--- config.mk ---
export PLATFORM = sky130hd
export DESIGN_NAME = rx_da_filter
export DESIGN_NICKNAME = d
export VERILOG_FILES = /design/src/rtl/rxf_pkg.sv /design/src/rtl/rxf_reset_sync.sv /design/src/rtl/rxf_da_capture.sv /design/src/rtl/rxf_hash_table.sv /design/src/rtl/rxf_verdict.sv /design/src/rtl/rx_da_filter.sv
export SDC_FILE = /design/constraint.sdc
export NUM_CORES = 1
export LEC_CHECK = 0
export BUFFER_PORTS_ARGS = -buffer_cell sky130_fd_sc_hd__buf_2
export CORE_UTILIZATION = 35
export CTS_CLUSTER_DIAMETER = 60
export DETAILED_ROUTE_END_ITERATION = 7
export GPL_TIMING_DRIVEN = 0
export SYNTH_ARGS = -nofsm -noshare
export SYNTH_HDL_FRONTEND = slang
export SYNTH_SLANG_ARGS = --single-unit
--- constraint.sdc ---
create_clock -name clk -period 9.1 [get_ports clk]
set_input_delay 1.82 -clock clk [delete_from_list [all_inputs] [get_ports clk]]
set_output_delay 1.82 -clock clk [all_outputs]
set_load 0.02 [all_outputs]
--- src/rtl/rxf_pkg.sv ---
package rxf_pkg;
  localparam int CLASS_W = 5;
  localparam int CLS_UNI = 4;
  localparam int CLS_BC  = 3;
  localparam int CLS_MC  = 2;

  typedef enum logic [1:0] {
    KIND_UNI = 2'd0,
    KIND_MC  = 2'd1,
    KIND_BC  = 2'd2
  } da_kind_e;
endpackage

--- src/rtl/rxf_reset_sync.sv ---
module rxf_reset_sync (
  input  logic clk,
  input  logic rst_n,
  output logic rst_sync_n
);
  logic [1:0] stage_q;

  always_ff @(posedge clk or negedge rst_n) begin
    if (!rst_n) stage_q <= 2'b00;
    else        stage_q <= {stage_q[0], 1'b1};
  end

  assign rst_sync_n = stage_q[1];
endmodule

--- src/rtl/rxf_da_capture.sv ---
module rxf_da_capture #(
  parameter int ADDR_BYTES = 6,
  localparam int ADDR_W = ADDR_BYTES * 8,
  localparam int CNT_W  = $clog2(ADDR_BYTES + 1)
) (
  input  logic              clk,
  input  logic              rst_n,
  input  logic              byte_vld,
  input  logic              byte_sof,
  input  logic              byte_eof,
  input  logic [7:0]        byte_dat,
  output logic [ADDR_W-1:0] da,
  output logic              da_done
);
  logic [CNT_W-1:0]  cnt_q, cnt_d;
  logic [ADDR_W-1:0] da_q, da_d;
  logic              done_q, done_d;
  logic              shift_en;

  // next state
  always_comb begin
    cnt_d    = cnt_q;
    done_d   = 1'b0;
    shift_en = 1'b0;
    if (byte_vld) begin
      if (byte_sof) begin
        shift_en = 1'b1;
        cnt_d    = byte_eof ? '0 : CNT_W'(1);
      end else if (cnt_q != '0) begin
        if (cnt_q < CNT_W'(ADDR_BYTES)) begin
          shift_en = 1'b1;
          cnt_d    = cnt_q + 1'b1;
          if (cnt_q == CNT_W'(ADDR_BYTES - 1)) done_d = 1'b1;
        end
        if (byte_eof) cnt_d = '0;
      end
    end
    da_d = {da_q[ADDR_W-9:0], byte_dat};
  end

  // registers
  always_ff @(posedge clk or negedge rst_n) begin
    if (!rst_n) begin
      cnt_q  <= '0;
      done_q <= 1'b0;
    end else begin
      cnt_q  <= cnt_d;
      done_q <= done_d;
    end
  end

  always_ff @(posedge clk or negedge rst_n) begin
    if (!rst_n)        da_q <= '0;
    else if (shift_en) da_q <= da_d;
  end

  assign da      = da_q;
  assign da_done = done_q;

  // the address counter never runs past the address length
  assert_count_bound_R8: assert property (@(posedge clk) disable iff (!rst_n)
    cnt_q <= CNT_W'(ADDR_BYTES));

  // one completion per frame, never on consecutive cycles
  assert_done_single_R8: assert property (@(posedge clk) disable iff (!rst_n)
    da_done |=> !da_done);
endmodule

--- src/rtl/rxf_hash_table.sv ---
module rxf_hash_table #(
  parameter int IDX_W = 6,
  localparam int DEPTH = 1 << IDX_W
) (
  input  logic             clk,
  input  logic             rst_n,
  input  logic             we,
  input  logic [IDX_W-1:0] waddr,
  input  logic             wdata,
  output logic [DEPTH-1:0] table_bits
);
  for (genvar e = 0; e < DEPTH; e++) begin : g_entry
    logic entry_q;
    logic entry_en;

    assign entry_en = we && (waddr == IDX_W'(e));

    always_ff @(posedge clk or negedge rst_n) begin
      if (!rst_n)        entry_q <= 1'b0;
      else if (entry_en) entry_q <= wdata;
    end

    assign table_bits[e] = entry_q;
  end

  // a write reaches the addressed entry on that edge
  assert_write_lands_R6: assert property (@(posedge clk) disable iff (!rst_n)
    we |=> (table_bits[$past(waddr)] == $past(wdata)));
endmodule

--- src/rtl/rxf_verdict.sv ---
module rxf_verdict
  import rxf_pkg::*;
#(
  parameter int ADDR_BYTES = 6,
  parameter int NUM_EXTRA  = 4,
  localparam int ADDR_W = ADDR_BYTES * 8,
  localparam int IDX_W  = ADDR_BYTES,
  localparam int DEPTH  = 1 << IDX_W
) (
  input  logic                        clk,
  input  logic                        rst_n,
  input  logic [ADDR_W-1:0]           da,
  input  logic                        da_done,
  input  logic                        frame_start,
  input  logic [ADDR_W-1:0]           station_addr,
  input  logic [NUM_EXTRA*ADDR_W-1:0] extra_addr,
  input  logic                        promisc_en,
  input  logic                        bcast_block,
  input  logic [DEPTH-1:0]            table_bits,
  output logic                        verdict_valid,
  output logic                        verdict_accept,
  output logic [CLASS_W-1:0]          frame_class
);
  logic [IDX_W-1:0]     hash_idx;
  logic [NUM_EXTRA-1:0] extra_hit;
  logic                 uni_hit;
  da_kind_e             kind;
  logic                 accept_now;
  logic [CLASS_W-1:0]   class_now;

  logic                 valid_q, valid_d;
  logic                 accept_q, accept_d;
  logic [CLASS_W-1:0]   class_q, class_d;
  logic                 upd_en;

  // one parity bit per address byte; the last byte received lands in bit 0
  for (genvar j = 0; j < ADDR_BYTES; j++) begin : g_fold
    assign hash_idx[j] = ^da[8*j +: 8];
  end

  for (genvar k = 0; k < NUM_EXTRA; k++) begin : g_extra
    assign extra_hit[k] = (da == extra_addr[k*ADDR_W +: ADDR_W]);
  end

  assign uni_hit = (da == station_addr) || (|extra_hit);

  always_comb begin
    if (&da)                  kind = KIND_BC;
    else if (da[ADDR_W-8])    kind = KIND_MC;
    else                      kind = KIND_UNI;

    class_now = '0;
    case (kind)
      KIND_BC: begin
        class_now[CLS_BC] = 1'b1;
        accept_now        = !bcast_block;
      end
      KIND_MC: begin
        class_now[CLS_MC] = 1'b1;
        accept_now        = promisc_en || table_bits[hash_idx];
      end
      default: begin
        class_now[CLS_UNI] = 1'b1;
        accept_now         = promisc_en || uni_hit;
      end
    endcase
  end

  // next state
  always_comb begin
    upd_en   = frame_start || da_done;
    valid_d  = valid_q;
    accept_d = accept_q;
    class_d  = class_q;
    if (frame_start) begin
      valid_d  = 1'b0;
      accept_d = 1'b0;
      class_d  = '0;
    end else if (da_done) begin
      valid_d  = 1'b1;
      accept_d = accept_now;
      class_d  = class_now;
    end
  end

  // registers
  always_ff @(posedge clk or negedge rst_n) begin
    if (!rst_n) begin
      valid_q  <= 1'b0;
      accept_q <= 1'b0;
      class_q  <= '0;
    end else if (upd_en) begin
      valid_q  <= valid_d;
      accept_q <= accept_d;
      class_q  <= class_d;
    end
  end

  assign verdict_valid  = valid_q;
  assign verdict_accept = accept_q;
  assign frame_class    = class_q;

  // no decision means quiet outputs
  assert_quiet_idle_R1: assert property (@(posedge clk) disable iff (!rst_n)
    !verdict_valid |-> (frame_class == '0 && !verdict_accept));

  // a decided frame carries exactly one class
  assert_one_class_R5: assert property (@(posedge clk) disable iff (!rst_n)
    verdict_valid |-> ($countones(frame_class) == 1));

  // a new frame start withdraws the verdict
  assert_clear_on_start_R7: assert property (@(posedge clk) disable iff (!rst_n)
    frame_start |=> !verdict_valid);

  // the verdict holds until the next frame start
  assert_hold_R7: assert property (@(posedge clk) disable iff (!rst_n)
    (verdict_valid && !frame_start) |=>
      (verdict_valid && $stable(verdict_accept) && $stable(frame_class)));

  // a blocked broadcast is dropped
  assert_bcast_block_R4: assert property (@(posedge clk) disable iff (!rst_n)
    (da_done && !frame_start && (&da) && bcast_block) |=> !verdict_accept);
endmodule

--- src/rtl/rx_da_filter.sv ---
module rx_da_filter
  import rxf_pkg::*;
#(
  parameter int ADDR_BYTES = 6,
  parameter int NUM_EXTRA  = 4,
  localparam int ADDR_W = ADDR_BYTES * 8,
  localparam int IDX_W  = ADDR_BYTES,
  localparam int DEPTH  = 1 << IDX_W
) (
  input  logic                        clk,
  input  logic                        rst_n,
  input  logic                        rx_valid,
  input  logic                        rx_sof,
  input  logic                        rx_eof,
  input  logic [7:0]                  rx_byte,
  input  logic [ADDR_W-1:0]           station_addr,
  input  logic [NUM_EXTRA*ADDR_W-1:0] extra_addr,
  input  logic                        promisc_en,
  input  logic                        bcast_block,
  input  logic                        hash_we,
  input  logic [IDX_W-1:0]            hash_waddr,
  input  logic                        hash_wdata,
  output logic                        verdict_valid,
  output logic                        verdict_accept,
  output logic [CLASS_W-1:0]          frame_class
);
  logic              rst_i_n;
  logic [ADDR_W-1:0] da;
  logic              da_done;
  logic [DEPTH-1:0]  table_bits;
  logic              frame_start;

  assign frame_start = rx_valid && rx_sof;

  rxf_reset_sync u_rst (
    .clk        (clk),
    .rst_n      (rst_n),
    .rst_sync_n (rst_i_n)
  );

  rxf_da_capture #(.ADDR_BYTES(ADDR_BYTES)) u_cap (
    .clk      (clk),
    .rst_n    (rst_i_n),
    .byte_vld (rx_valid),
    .byte_sof (rx_sof),
    .byte_eof (rx_eof),
    .byte_dat (rx_byte),
    .da       (da),
    .da_done  (da_done)
  );

  rxf_hash_table #(.IDX_W(IDX_W)) u_hash (
    .clk        (clk),
    .rst_n      (rst_i_n),
    .we         (hash_we),
    .waddr      (hash_waddr),
    .wdata      (hash_wdata),
    .table_bits (table_bits)
  );

  rxf_verdict #(.ADDR_BYTES(ADDR_BYTES), .NUM_EXTRA(NUM_EXTRA)) u_dec (
    .clk            (clk),
    .rst_n          (rst_i_n),
    .da             (da),
    .da_done        (da_done),
    .frame_start    (frame_start),
    .station_addr   (station_addr),
    .extra_addr     (extra_addr),
    .promisc_en     (promisc_en),
    .bcast_block    (bcast_block),
    .table_bits     (table_bits),
    .verdict_valid  (verdict_valid),
    .verdict_accept (verdict_accept),
    .frame_class    (frame_class)
  );
endmodule

==> summary.txt <==
STA
  – Slew Limit Headroom: 35.7%
  – RSZ-0062 raised after global routing: false
  – Final slew viol count: 0
  – Setup TNS: 0 ns
  – Achievable Freq: roughly 270 MHz
  – Final Hold Vio Count: 0
  – Clk_skew: 0.00847 ns
  – Final setup fails: 0
  – Setup WS post-layout: 5.37 ns
  – Tmin final: about 3.7 ns
  – Crit share post-route: between 40% and 50%
  – Slew @ Worst Pin: between 0.9 and 1 ns

Detailed routing
  – Post-DRT Antenna Nets: 0
  – Routed WL: between 30 and 40 mm
  – DRT Pass-1 Iters: 5
  – Vias: 7770
  – Drt wl/cell: 22.2 um
  – Initial DRC count: approximately 410
  – Residual DRC: 0
  – Met2 Routed Length: roughly 17 mm
  – DR vias/cell: 5.20
  – Met3 wire length: approximately 1.9 mm
  – DRT met1 WL: about 13 mm
  – Highest metal used: met4

Worst setup path
  – Critical path class: in -> reg
  – Slowest CP cell: nor4_1
  – Delay-heaviest family, CP: simple AND/OR/NAND/NOR gates
  – CP required: between 9 and 10 ns
  – Startpoint types: input pin
  – Critical path peak fanout: 1
  – Worst path cell trace: buf_2 -> xor2_1 -> nor4_1 -> nand4_1 -> nor3_1 -> nor4_1 -> a21oi_1 -> a211oi_1 -> o21ai_1
  – CP arrival: slightly above 4 ns
  – Setup crit start: extra_addr[141]
  – Reg2reg setup slack: between 5 and 6 ns
  – Worst Reg-to-Reg Cells: 9
  – Most used cell, CP: nor4_1
  – Crit. End Element: register
  – Worst R2R Start: u_cap.da[16]
  – Reg2reg end: u_dec.verdict_accept
  – Crit-path max cell delay: 0.79 ns
  – Crit path buffers/inverters: 1

Floorplan
  – Initial core utilization: a little over a third
  – Die Height: 162 um
  – Die ar.: about 0.026 mm2
  – FP Rows: 58
  – Die width: 162 um
  – I/O Pins: 270
  – Core area: approximately 0.025 mm2

Power
  – Switching share of total power: between 40% and 50%
  – Maximum vdd ir drop: approximately 0.00023 V
  – Pwr dens: 360 mW/mm2
  – Leak: 5.17 nW
  – Net Switching: between 0.0015 and 0.002 W
  – P_int: 0.00223 W
  – Clock share of power: between 10% and 20%
  – Seq pwr share: about a fifth
  – Combinational share of power: 63.2%

GRT
  – Gr usage total: between 20% and 30%
  – Number of global-route vias before repair: 7955
  – First-pass GRT wire length: between 40 and 50 mm
  – Grt total ovfl: 0
  – Largest net degree at the start of global routing: 62
  – Initial antenna violation count: 1

Logic synthesis
  – #FFs+latches synth: between 100 and 150
  – Post-synthesis cell type count: between 40 and 50
  – Synth async-reset ratio: 100%
  – EDFF count, synth: 0
  – Synth warnings: 0
  – Ys flop type: dfrtp_1
  – Mapped cell area: around 0.0090 mm2
  – Sequential area share after synthesis: 34.3%
  – Syn avg cell area: 10.4 um2
  – Mapped Cells: around 870

CTS
  – Hold-fix buffer count after cts: 0
  – Post_cts resized: 0
  – CTS Buf Count: 17
  – CTS clock-pin slew for the worst setup and hold paths: approximately 0.060 ns
  – CTS max path bufs: 2
  – Postcts setup bufs: 0
  – Root buf cell: clkbuf_16
  – Clock Latency Late Sink: about 0.43 ns
  – Htree depth: 4
  – TritonCTS clock tree: done
  – Sink Count: 123

Min path
  – HP Start: u_rst.stage_q[0]
  – WHS Endpoint: u_rst.stage_q[1]
  – Min-Delay Path Class: reg -> reg
  – Hold Crit Depth: 0

Place
  – HPWL Detailed: approximately 26 mm
  – Routability congestion estimate: 0.958
  – # port buffers: 263
  – DP Worst Slack: between 4 and 5 ns

Run
  – Max cap viols: 0

Final layout
  – Layout cells sized above 1: ~37%
  – Nets: approximately 1.4k
  – Layout area overhead: 26.8%
  – Filler cells: roughly 2.5k

Run status
  – Status: completed
[layout make-up]
type	count	area (um2)	share of cell area, %
Clock inverter	10	163	1.43
Multi-Input combinational cell	665	5600	49.2
Sequential cell	123	3080	27.1
Buffer	72	287	2.52
Clock buffer	22	474	4.17
Inverter	6	22.5	0.198
Tap cell	330	413	3.63
Timing Repair Buffer	264	1340	11.8
Antenna cell	1	2.50	0.0220
[layer usage]
layer	global-route usage, %	up-vias
met5	0	-
met4	12.6	0
met3	4.16	64
met2	45.9	299
met1	28.9	3833
li1	-	3574
[kinds of logic after synthesis]
kind of cell	count (synthesis)	synth area share, %
AO/OA/AOI/OAI	29	2.01
XOR/XNOR	259	25.3
adder cells (fa/ha/maj)	27	3.76
buffers and inverters	78	3.44
flip-flops	123	34.3
multiplexers	135	18.7
other	2	0.0836
AND/OR/NAND/NOR	212	12.4
[sequential cells by signal (all words and copies together), names as in the netlist]
name / flops
u_cap.cnt_q: 3
u_cap.da: 48
u_hash.g_entry.entry_q: 64
u_cap.da_done: 1
u_dec.verdict_accept: 1
u_rst.stage_q: 2
u_dec.verdict_valid: 1
u_dec.frame_class: 3
[metrics by stage]
stage	total power [W]	instances	area [um2]	hold slack (ns)	util, %
after floorplan	0.00257	866	8980	0.331	-
after global placement	0.00332	1459	10700	0.336	42.5
after detailed placement	0.00336	1460	10700	0.340	42.7
after CTS	0.00410	1492	11400	0.353	45.2
after global routing	0.00434	1493	11400	0.353	45.2
final	0.00410	1493	11400	0.350	45.2
[placed cells by master, fill, tap and decap left out, drive strengths merged, types with 2 or more instances in the layout]
| master | Yosys | final |
|---|---|---|
| nor4b | 2 | 2 |
| nor2 | 27 | 27 |
| nand3b | 3 | 3 |
| inv | 6 | 7 |
| xor2 | 195 | 195 |
| mux2i | 9 | 9 |
| nand4 | 32 | 32 |
| and2 | 2 | 2 |
| a21oi | 10 | 10 |
| or2 | 5 | 5 |
| xnor2 | 64 | 64 |
| ha | 27 | 27 |
| buf | 9 | 273 |
| nor2b | 2 | 2 |
| o211ai | 3 | 3 |
| dfrtp | 123 | 123 |
| nor4 | 53 | 53 |
| o311ai | 2 | 2 |
| o21ai | 6 | 6 |
| bufinv | 0 | 4 |
| nand2b | 5 | 5 |
| nor3 | 14 | 14 |
| clkinv | 0 | 3 |
| conb | 2 | 3 |
| nand3 | 6 | 6 |
| clkbuf | 63 | 85 |
| mux2 | 113 | 113 |
| nand2 | 56 | 56 |
| clkinvlp | 0 | 2 |
| a211oi | 4 | 4 |
| mux4 | 13 | 13 |
[synth_stat cells (all sizes together), types with 5 or more instances]
library cell / instances / area share, %
inv: 6 / 0.25
mux2i: 9 / 1.0
clkbuf: 63 / 2.6
xnor2: 64 / 6.3
ha: 27 / 3.8
nor4: 53 / 3.7
nand3: 6 / 0.33
nand4: 32 / 2.2
xor2: 195 / 19
nand2b: 5 / 0.35
nand2: 56 / 2.3
nor3: 14 / 0.78
a21oi: 10 / 0.56
o21ai: 6 / 0.33
or2: 5 / 0.35
mux4: 13 / 3.6
dfrtp: 123 / 34
buf: 9 / 0.56
mux2: 113 / 14
nor2: 27 / 1.1
[worst max-delay path by stage]
stage                                       to  slack (ns)  cells after the start
final                     u_dec.verdict_accept        5.37                      9
after global routing      u_dec.verdict_accept        5.31                      9
after global placement            u_cap.da[36]        3.86                      0
after detailed placement  u_dec.verdict_accept        5.00                      9
after floorplan                 u_cap.cnt_q[0]        5.42                      0
after CTS                 u_dec.verdict_accept        5.45                      9
[power groups by stage]
stage / combinational [W] / clock, W / sequential [W]
2_1_floorplan: 0.00181 / 0 / 0.000758
3_3_place_gp: 0.00254 / 0 / 0.000781
3_5_place_dp: 0.00258 / 0 / 0.000783
4_1_cts: 0.00259 / 0.000743 / 0.000775
5_1_grt: 0.00278 / 0.000770 / 0.000794
6_report: 0.00259 / 0.000734 / 0.000776
(Power assumes the default switching activity.)
